`src/rtl/sts_pkg.sv`:
```
package sts_pkg;
  localparam int unsigned PRE_W = 4;

  // Terminal prescaler value for the 2-bit divider code: /1, /2, /4, /16
  function automatic logic [PRE_W-1:0] div_last(input logic [1:0] code);
    logic [PRE_W-1:0] r;
    case (code)
      2'd0:    r = 4'd0;
      2'd1:    r = 4'd1;
      2'd2:    r = 4'd3;
      default: r = 4'd15;
    endcase
    return r;
  endfunction
endpackage

```
`src/rtl/sts_edge_detect.sv`:
```
module sts_edge_detect #(
  parameter int unsigned NUM_SRC = 8
) (
  input  logic               clk,
  input  logic               rst_n,
  input  logic [NUM_SRC-1:0] trig_in,
  output logic [NUM_SRC-1:0] rise,
  output logic [NUM_SRC-1:0] fall
);
  logic [NUM_SRC-1:0] prev_q, prev_d;

  always_comb begin
    prev_d = trig_in;
    rise   = trig_in & ~prev_q;
    fall   = ~trig_in & prev_q;
  end

  always_ff @(posedge clk or negedge rst_n) begin
    if (!rst_n) prev_q <= '0;
    else        prev_q <= prev_d;
  end

  // a detected edge always follows a change of the registered level
  a_r2_edge_change: assert property (@(posedge clk) disable iff (!rst_n)
    (rise != '0) |=> (prev_q != '0));
endmodule

```
`src/rtl/sts_trig_delay.sv`:
```
module sts_trig_delay
  import sts_pkg::*;
#(
  parameter int unsigned DLY_W = 8
) (
  input  logic             clk,
  input  logic             rst_n,
  input  logic             edge_in,
  input  logic [DLY_W-1:0] dly_cnt,
  input  logic [1:0]       div_code,
  output logic             fire,
  output logic             ovr_edge
);
  logic             armed_q, armed_d;
  logic [DLY_W-1:0] cnt_q, cnt_d;
  logic [PRE_W-1:0] pre_q, pre_d;
  logic             tick, start_now;

  always_comb begin
    tick      = armed_q && (pre_q == div_last(div_code));
    start_now = edge_in && !armed_q;
    fire      = (start_now && (dly_cnt == '0)) || (tick && (cnt_q == DLY_W'(1)));
    ovr_edge  = edge_in && armed_q;
    armed_d   = armed_q;
    cnt_d     = cnt_q;
    pre_d     = pre_q;
    if (start_now && (dly_cnt != '0)) begin
      armed_d = 1'b1;
      cnt_d   = dly_cnt;
      pre_d   = '0;
    end else if (armed_q) begin
      if (tick) begin
        pre_d = '0;
        if (cnt_q == DLY_W'(1)) armed_d = 1'b0;
        else                    cnt_d   = cnt_q - DLY_W'(1);
      end else begin
        pre_d = pre_q + PRE_W'(1);
      end
    end
  end

  always_ff @(posedge clk or negedge rst_n) begin
    if (!rst_n) begin
      armed_q <= 1'b0;
      cnt_q   <= '0;
      pre_q   <= '0;
    end else begin
      armed_q <= armed_d;
      cnt_q   <= cnt_d;
      pre_q   <= pre_d;
    end
  end

  // a running countdown never sits at zero
  a_r4_cnt_nonzero: assert property (@(posedge clk) disable iff (!rst_n)
    armed_q |-> (cnt_q != '0));
  // an edge during the countdown does not reload the count
  a_r9_no_restart: assert property (@(posedge clk) disable iff (!rst_n)
    (armed_q && edge_in && !tick) |=> (cnt_q == $past(cnt_q)));
  // a zero delay never arms the countdown
  a_r5_zero_delay: assert property (@(posedge clk) disable iff (!rst_n)
    (edge_in && !armed_q && (dly_cnt == '0)) |=> !armed_q);
endmodule

```
`src/rtl/sts_slot_ctrl.sv`:
```
module sts_slot_ctrl (
  input  logic clk,
  input  logic rst_n,
  input  logic req_evt,
  input  logic ack,
  input  logic ovr_edge,
  input  logic ovf_clr,
  output logic pend,
  output logic ovf
);
  logic pend_q, pend_d, ovf_q, ovf_d, ovf_set;

  always_comb begin
    ovf_set = (req_evt && pend_q && !ack) || ovr_edge;
    if (req_evt)  pend_d = 1'b1;
    else if (ack) pend_d = 1'b0;
    else          pend_d = pend_q;
    if (ovf_set)      ovf_d = 1'b1;
    else if (ovf_clr) ovf_d = 1'b0;
    else              ovf_d = ovf_q;
  end

  always_ff @(posedge clk or negedge rst_n) begin
    if (!rst_n) begin
      pend_q <= 1'b0;
      ovf_q  <= 1'b0;
    end else begin
      pend_q <= pend_d;
      ovf_q  <= ovf_d;
    end
  end

  assign pend = pend_q;
  assign ovf  = ovf_q;

  a_r7_pend_hold: assert property (@(posedge clk) disable iff (!rst_n)
    (pend_q && !ack) |=> pend_q);
  a_r7_ack_clear: assert property (@(posedge clk) disable iff (!rst_n)
    (pend_q && ack && !req_evt) |=> !pend_q);
  a_r10_ovf_sticky: assert property (@(posedge clk) disable iff (!rst_n)
    (ovf_q && !ovf_clr) |=> ovf_q);
  a_r8_ack_race: assert property (@(posedge clk) disable iff (!rst_n)
    (pend_q && ack && req_evt && !ovr_edge && !ovf_q) |=> (pend_q && !ovf_q));
endmodule

```
`src/rtl/sample_trig_sched.sv`:
```
module sample_trig_sched #(
  parameter int unsigned NUM_PAIRS = 8,
  parameter int unsigned NUM_SRC   = 8,
  parameter int unsigned DLY_W     = 8,
  parameter int unsigned NSLOT     = 2 * NUM_PAIRS,
  parameter int unsigned SRC_W     = (NUM_SRC > 1) ? $clog2(NUM_SRC) : 1
) (
  input  logic                   clk,
  input  logic                   rst_n,
  input  logic [NUM_SRC-1:0]     trig_in,
  input  logic [NSLOT*SRC_W-1:0] slot_src_sel,
  input  logic [NSLOT-1:0]       slot_fall_edge,
  input  logic [NSLOT*DLY_W-1:0] slot_dly_cnt,
  input  logic [NSLOT*2-1:0]     slot_dly_div,
  input  logic [NUM_PAIRS-1:0]   pair_simul,
  input  logic                   sw_start_we,
  input  logic [NSLOT-1:0]       sw_start_mask,
  input  logic                   ovf_clr_we,
  input  logic [NSLOT-1:0]       ovf_clr_mask,
  input  logic [NSLOT-1:0]       conv_start,
  output logic [NSLOT-1:0]       pending,
  output logic [NSLOT-1:0]       start_ovf,
  output logic                   any_ovf
);
  logic [NUM_SRC-1:0] rise, fall;
  logic [NSLOT-1:0]   edge_sel, edge_gated, fire, hw_req, ovr_edge, req_evt;

  sts_edge_detect #(.NUM_SRC(NUM_SRC)) u_edge (
    .clk(clk), .rst_n(rst_n), .trig_in(trig_in), .rise(rise), .fall(fall));

  for (genvar i = 0; i < NSLOT; i++) begin : g_slot
    localparam int unsigned PAIR = i % NUM_PAIRS;
    logic [SRC_W-1:0] src;

    always_comb begin
      src         = slot_src_sel[i*SRC_W +: SRC_W];
      edge_sel[i] = slot_fall_edge[i] ? fall[src] : rise[src];
    end

    if (i >= NUM_PAIRS) begin : g_b
      always_comb begin
        edge_gated[i] = edge_sel[i] && !pair_simul[PAIR];
        hw_req[i]     = pair_simul[PAIR] ? fire[PAIR] : fire[i];
      end
      // the A request of a simultaneous pair lands on the B slot too
      a_r11_pair_follow: assert property (@(posedge clk) disable iff (!rst_n)
        (pair_simul[PAIR] && fire[PAIR]) |=> pending[i]);
    end else begin : g_a
      always_comb begin
        edge_gated[i] = edge_sel[i];
        hw_req[i]     = fire[i];
      end
    end

    always_comb req_evt[i] = hw_req[i] || (sw_start_we && sw_start_mask[i]);

    sts_trig_delay #(.DLY_W(DLY_W)) u_dly (
      .clk(clk), .rst_n(rst_n), .edge_in(edge_gated[i]),
      .dly_cnt(slot_dly_cnt[i*DLY_W +: DLY_W]), .div_code(slot_dly_div[i*2 +: 2]),
      .fire(fire[i]), .ovr_edge(ovr_edge[i]));

    sts_slot_ctrl u_ctl (
      .clk(clk), .rst_n(rst_n), .req_evt(req_evt[i]), .ack(conv_start[i]),
      .ovr_edge(ovr_edge[i]), .ovf_clr(ovf_clr_we && ovf_clr_mask[i]),
      .pend(pending[i]), .ovf(start_ovf[i]));

    // a software start mask bit always produces a pending request
    a_r6_sw_sets: assert property (@(posedge clk) disable iff (!rst_n)
      (sw_start_we && sw_start_mask[i]) |=> pending[i]);
  end

  assign any_ovf = |start_ovf;

  // a new overrun always shows up on the summary
  a_r12_summary: assert property (@(posedge clk) disable iff (!rst_n)
    ($past(ovr_edge) != '0) |-> any_ovf);
endmodule

```
`config.mk`:
```
export PLATFORM = sky130hd
export DESIGN_NAME = sample_trig_sched
export DESIGN_NICKNAME = d
export VERILOG_FILES = /design/src/rtl/sts_pkg.sv /design/src/rtl/sts_edge_detect.sv /design/src/rtl/sts_trig_delay.sv /design/src/rtl/sts_slot_ctrl.sv /design/src/rtl/sample_trig_sched.sv
export SDC_FILE = /design/constraint.sdc
export NUM_CORES = 1
export LEC_CHECK = 0
export ABC_CLOCK_PERIOD_IN_PS = 7000
export CORE_ASPECT_RATIO = 1.25
export CORE_MARGIN = 3
export CORE_UTILIZATION = 46
export CTS_BUF_LIST = sky130_fd_sc_hd__clkbuf_8
export DETAILED_ROUTE_END_ITERATION = 6
export PLACE_DENSITY = 0.72
export SETUP_SLACK_MARGIN = 0.5
export SYNTH_ARGS = -nofsm -noshare
export SYNTH_HDL_FRONTEND = slang
export SYNTH_SLANG_ARGS = --single-unit
```
`constraint.sdc`:
```
create_clock -name clk -period 7 [get_ports clk]
set_input_delay 1.4 -clock clk [delete_from_list [all_inputs] [get_ports clk]]
set_output_delay 1.4 -clock clk [all_outputs]
set_load 0.1 [all_outputs]
```
## Word level (Yosys, flattened, before mapping)

Cells that the tools add are included.

- Add/sub/neg operators: 32
- Order comparisons: 16
- Equality and inequality tests: 80
- Muxes and demuxes: 344
- Bitwise logic cells: 4
- Reductions and logical operators: 385

Operators with widths:

| cell | number |
|---|---|
| $mux 8 | 64 |
| $mux 4 | 48 |
| $pmux 4 s3 | 16 |
| $mux 1 | 184 |
| $logic_and 1x1->1 | 168 |
| $eq 8x1->1 const B | 16 |
| $logic_not 8->1 | 16 |
| $reduce_bool 2->1 | 64 |
| $reduce_bool 8->1 | 16 |
| $sub 8x1->8 const B | 16 |
| $bmux 1 s3 | 32 |
| $add 4x1->4 const B | 16 |
| $eq 4x4->1 | 16 |
| $lt 3x4->1 const B | 16 |
| $logic_or 1x1->1 | 48 |
| $reduce_and 3->1 | 16 |
| $logic_not 1->1 | 40 |
| $eq 2x1->1 const B | 16 |
| $eq 2x2->1 const B | 16 |
| $logic_not 2->1 | 16 |
| $ne 2x1->1 const B | 16 |
| $and 8x8->8 | 2 |
| $not 8->8 | 2 |
| $reduce_or 16->1 | 1 |

- Flip-flop bits (word level): 248
- Input port bits: 292
- Output and inout port bits: 33
- Logic and storage cells: 942

## Longest topological paths before layout

- Word-level depth: 15
- Gate-level depth with buffers: 11
- Depth with buffers taken out: 9

## Hierarchy

Synthesis repeated with hierarchy kept, for this count alone.

- Cell total of the unflattened synthesis: 1874
- Area total of the unflattened synthesis: 18054.8 sq um

Modules (own cells, without submodules):

| module | instances | cells an instance | area an instance (sq um) | sequential area each (sq um) |
|---|---|---|---|---|
| sts_trig_delay (g_slot[0].u_dly ...) | 13 | 96 | 863.3 | 325.3 |
| sample_trig_sched | 1 | 229 | 2620.0 | 0.0 |
| sts_trig_delay (g_slot[8].u_dly ...) | 2 | 92 | 873.3 | 325.3 |
| sts_slot_ctrl | 16 | 6 | 77.6 | 50.0 |
| sts_trig_delay (g_slot[3].u_dly) | 1 | 93 | 883.3 | 325.3 |
| sts_edge_detect | 1 | 24 | 340.3 | 200.2 |

## Worst setup path before layout

Ideal clock, no wire load.

- Kind: input port to flip-flop
- Start: input port slot_src_sel[28]
- End: register g_slot[9].u_dly.pre_q[2]
- Library setup time: 118 ps
- Arrival: 3394 ps
- Data required time: 6882 ps
- Slack: 3487 ps
- Cell stages on the path: 9
- Path buffers: 2
- Cell sequence: buf_6 or3b_1 a21oi_1 nor4_1 or4_4 nor4_4 buf_4 o22ai_1 a21o_1

- Word-level cells in the longest chain between the ends: 7
- Elaborated cells on any way between the ends: 10
- Classes of those cells: mux (6); reduce/logical (4)

RTL lines:

| element | RTL line | text |
|---|---|---|
| from (decl) | sample_trig_sched.sv:11 | `input logic [NSLOT*SRC_W-1:0] slot_src_sel,` |
| $bmux 1 s3 | sample_trig_sched.sv:37 | `edge_sel[i] = slot_fall_edge[i] ? fall[src] : rise[src];` |
| $mux 1 (not written as such) | sample_trig_sched.sv:37 |  |
| $mux 1 (*) | sample_trig_sched.sv:37 |  |
| $logic_and 1x1->1 (*) | sample_trig_sched.sv:42 | `edge_gated[i] = edge_sel[i] && !pair_simul[PAIR];` |
| $logic_and 1x1->1 (*) | sts_trig_delay.sv:21 | `start_now = edge_in && !armed_q;` |
| $logic_and 1x1->1 (*) | sts_trig_delay.sv:27 | `if (start_now && (dly_cnt != '0)) begin` |
| $mux 4 or $reduce_bool 2->1 (tied branches) | -- |  |
| to (signal assigned) | sts_trig_delay.sv:50 | `pre_q <= pre_d;` |
| to (decl) | sts_trig_delay.sv:16 | `logic [PRE_W-1:0] pre_q, pre_d;` |

Every way passes the cells marked *; elsewhere a longest branch is shown, timed or not. The select of a mux whose other input is x is not followed.
A chain may end at the register's enable or synchronous reset.

## Final worst setup path

- Start: input port trig_in[3]
- End: register g_slot[9].u_dly.pre_q[3]

- Word-level cells in the longest chain between the ends: 9
- Elaborated cells on any way between the ends: 13
- Classes of those cells: mux (6); bitwise (3); reduce/logical (4)

RTL lines:

| element | RTL line | text |
|---|---|---|
| from (decl) | sample_trig_sched.sv:10 | `input logic [NUM_SRC-1:0] trig_in,` |
| $not 8->8 | sts_edge_detect.sv:15 | `fall = ~trig_in & prev_q;` |
| $and 8x8->8 | sts_edge_detect.sv:15 |  |
| $bmux 1 s3 | sample_trig_sched.sv:37 |  |
| $mux 1 (not written as such) | sample_trig_sched.sv:37 |  |
| $mux 1 (*) | sample_trig_sched.sv:37 |  |
| $logic_and 1x1->1 (*) | sample_trig_sched.sv:42 |  |
| $logic_and 1x1->1 (*) | sts_trig_delay.sv:21 |  |
| $logic_and 1x1->1 (*) | sts_trig_delay.sv:27 |  |
| $mux 4 or $reduce_bool 2->1 (tied branches) | -- |  |

Marked as above.

==> impl_metrics.py <==
metrics = {
    "global_route": {
        "grt_pass1_vias": 16551,
        "overflow": 0,
        "grt_pass1_wl_mm": 86.0,
        "antenna_found_initial": 13,
        "track_usage_pct": 25.7,
        "grt_max_degree": 135,
    },
    "drt": {
        "dr.pass1.iters": 5,
        "route.detailed.drc": 0,
        "antenna_left": 0,
        "viasPerCell": 6.02,
        "wl_per_cell_um": 19.4,
        "routed_wl_mm": 54.6,
        "route.vias.total": 16913,
        "drtIter0Drc": 1064,
    },
    "power": {
        "power.total_mw": 7.20,
        "p_leak_nw": 8.79,
        "ir_worst_vdd_mv": 0.170,
        "cellPowerDensity_nw_per_um2": 329,
    },
    "clock_tree": {
        "clk_pin_slew_worst_paths_ps": 70,
        "cts-root-buf": "clkbuf_8",
        "htreeDepth": 2,
        "clock_latency_ps": 590,
        "clockBufferDepth": 3,
        "ctsHoldBuffers": 0,
        "cts.sinks": 248,
        "cts_tree": "done",
        "numCtsBuffers": 45,
        "cts_resized": 0,
        "cts_setup_buffers": 0,
    },
    "floorplanning": {
        "pin_count": 325,
        "core_area_um2": 37500,
        "fp.dieW_um": 181,
        "die_y_um": 225,
        "row_count": 79,
        "die-area_um2": 40700,
        "start_util_pct": 47.0,
    },
    "min_path": {
        "min_path_type": "reg -> reg",
    },
    "timing": {
        "period_minus_slack_ps": 4460,
        "fin_hold_ws_ps": 501,
        "drv_slew": 0,
        "fin_crit_sh_pct": 63.7,
        "setup_viol": 0,
        "max_freq_ghz": 0.224,
        "fin_setup_tns_ps": 0,
        "finalHoldViolCount": 0,
        "finalClockSkew_ps": 34.9,
        "max_slew_margin_pct": 20.6,
        "tightest_slew_ps": 1180,
        "rsz0062_at_grt": "no",
        "setup_slack_ps": 2540,
    },
    "yosys": {
        "yosysSeqAreaShare_pct": 35.2,
        "async_reset_ff_share_pct": 100,
        "syn_inst": 2015,
        "ys_ff_latch": 248,
        "syn-num-nets": 2355,
        "synth_area_leader_cell": "dfrtp_1",
        "synth-edff-count": 0,
        "ys.flop_type": "dfrtp_1",
        "yosysWarnings": 0,
        "ys_types": 81,
        "synth_area_um2": 17600,
        "syn_avg_cell_area_um2": 8.74,
        "yosys.area.top_type_share_pct": 35.2,
        "yosys.cell_count.top_type": "dfrtp_1",
        "synth_commonest_cells": "dfrtp_1, nor2_1, nand2_1",
        "synthTopCellsByArea": "dfrtp_1, nor2_1, mux2_2",
    },
    "worst_setup_path": {
        "slowest_stage": "clkdlybuf4s50_1",
        "cp_cell_sequence": "clkdlybuf4s50_1, and2b_1, mux2_2, a2111oi_0, or4_4, nor4_4, nor2_1, a211o_1",
        "worstSetupStartpointType": "primary input",
        "worstSetupPathType": "in -> reg",
        "cp_max_fo": 27,
        "crit_path_max_incr_delay_ps": 1060,
        "cp.required_ps": 7480,
        "cp-end-kind": "flop",
        "arrival_ps": 4940,
    },
    "placed_design": {
        "dpl_cell_area_um2": 21000,
        "gp_congestion": 0.926,
        "dpl.hpwl_mm": 40.9,
        "place_ws_ps": 1990,
        "io_buffers": 324,
        "place_inst": 2730,
    },
    "finish": {
        "finish.utilization_pct": 58.3,
        "nNetsFinal": 2632,
        "drive_gt1_share_pct": 7.07,
        "design_area_um2": 21900,
        "fin_cells": 2809,
        "area_growth_syn_to_layout_pct": 24.1,
    },
    "outcome": {
        "status": "finished, final reports clean",
    },
    "flow_run": {
        "maxCapViolations": 0,
    },
}
==> cells in the final DEF, fill, tap and decap left out, types with 23 or more instances in the layout <==
master / count
nand2_1: 164
a221o_1: 23
nand2b_1: 35
a21oi_1: 92
mux2_2: 55
nand3_1: 71
nor3b_1: 55
a22oi_1: 36
nor2_1: 202
a22o_1: 26
clkdlybuf4s50_1: 322
nor2b_1: 49
nor3_1: 74
ha_1: 48
or4_1: 31
xor2_1: 33
and3b_1: 35
xnor2_1: 42
nor4_1: 33
o21ai_0: 120
clkbuf_8: 56
inv_1: 105
dfrtp_1: 248
==> power breakdown <==
part	switching [mW]	internal (mW)	total, mW
clock	0.634	0.712	1.35
combinational	1.63	1.45	3.08
sequential	0.730	2.04	2.77
==> worst paths after layout <==
path	startpoint	to	slack (ps)	cells past startpoint
max in group asynchronous	rst_n	g_slot[9].u_dly.cnt_q[7]	4760	2
min reg2reg	g_slot[6].u_ctl.pend	g_slot[6].u_ctl.pend	500	2
min	g_slot[6].u_ctl.pend	g_slot[6].u_ctl.pend	500	2
max reg2reg	u_edge.prev_q[6]	g_slot[15].u_dly.pre_q[2]	3480	7
max	trig_in[3]	g_slot[9].u_dly.pre_q[3]	2540	8
min in group asynchronous	rst_n	g_slot[4].u_dly.cnt_q[0]	870	1
==> flip-flops by register name (all words and copies together) (netlist names) <==
signal and flops:
g_slot.u_dly.pre_q 64, g_slot.u_dly.cnt_q 128, g_slot.u_ctl.pend 16, u_edge.prev_q 8
g_slot.u_dly.armed_q 16, g_slot.u_ctl.ovf 16
==> worst max-delay path: cells and delay by family <==
| family | cells | cell delay [ps] |
|---|---|---|
| AOI/OAI and AO/OA | 2 | 410 |
| buffers and inverters | 1 | 1060 |
| muxes | 1 | 200 |
| and+or+nand+nor | 4 | 1850 |
==> area by class of cell <==
cell class / instances / area (um^2)
inverter: 88 / 330
tap: 486 / 608
fill: 3338 / 15600
clock inverter: 19 / 77.6
sequential: 248 / 6210
clock buffer: 56 / 771
timing repair buffer: 336 / 3340
antenna: 3 / 7.51
multi-input combinational: 1573 / 10500
==> per-layer routing <==
metal	vias up	part of all wire, %	global-route usage [%]
met5	-	0.27	0
met4	22	3.2	8.60
met3	130	7.5	6.50
met2	582	48	43.8
met1	8158	41	32.1
li1	8021	-	-
==> kinds of logic (layout without fill, tap and decap cells) <==
logic type	Yosys count	count (layout)	share of synthesized area (%)
AOI/OAI and AO/OA	494	494	19.2
xor gates and xnor gates	75	75	3.73
adders and majority gates	63	63	4.26
buffers and inverters	194	499	5.06
DFF	248	248	35.2
muxes	80	80	5.79
other	0	3	0
and+or+nand+nor	861	861	26.7
Power figures use the tool's default switching activity.
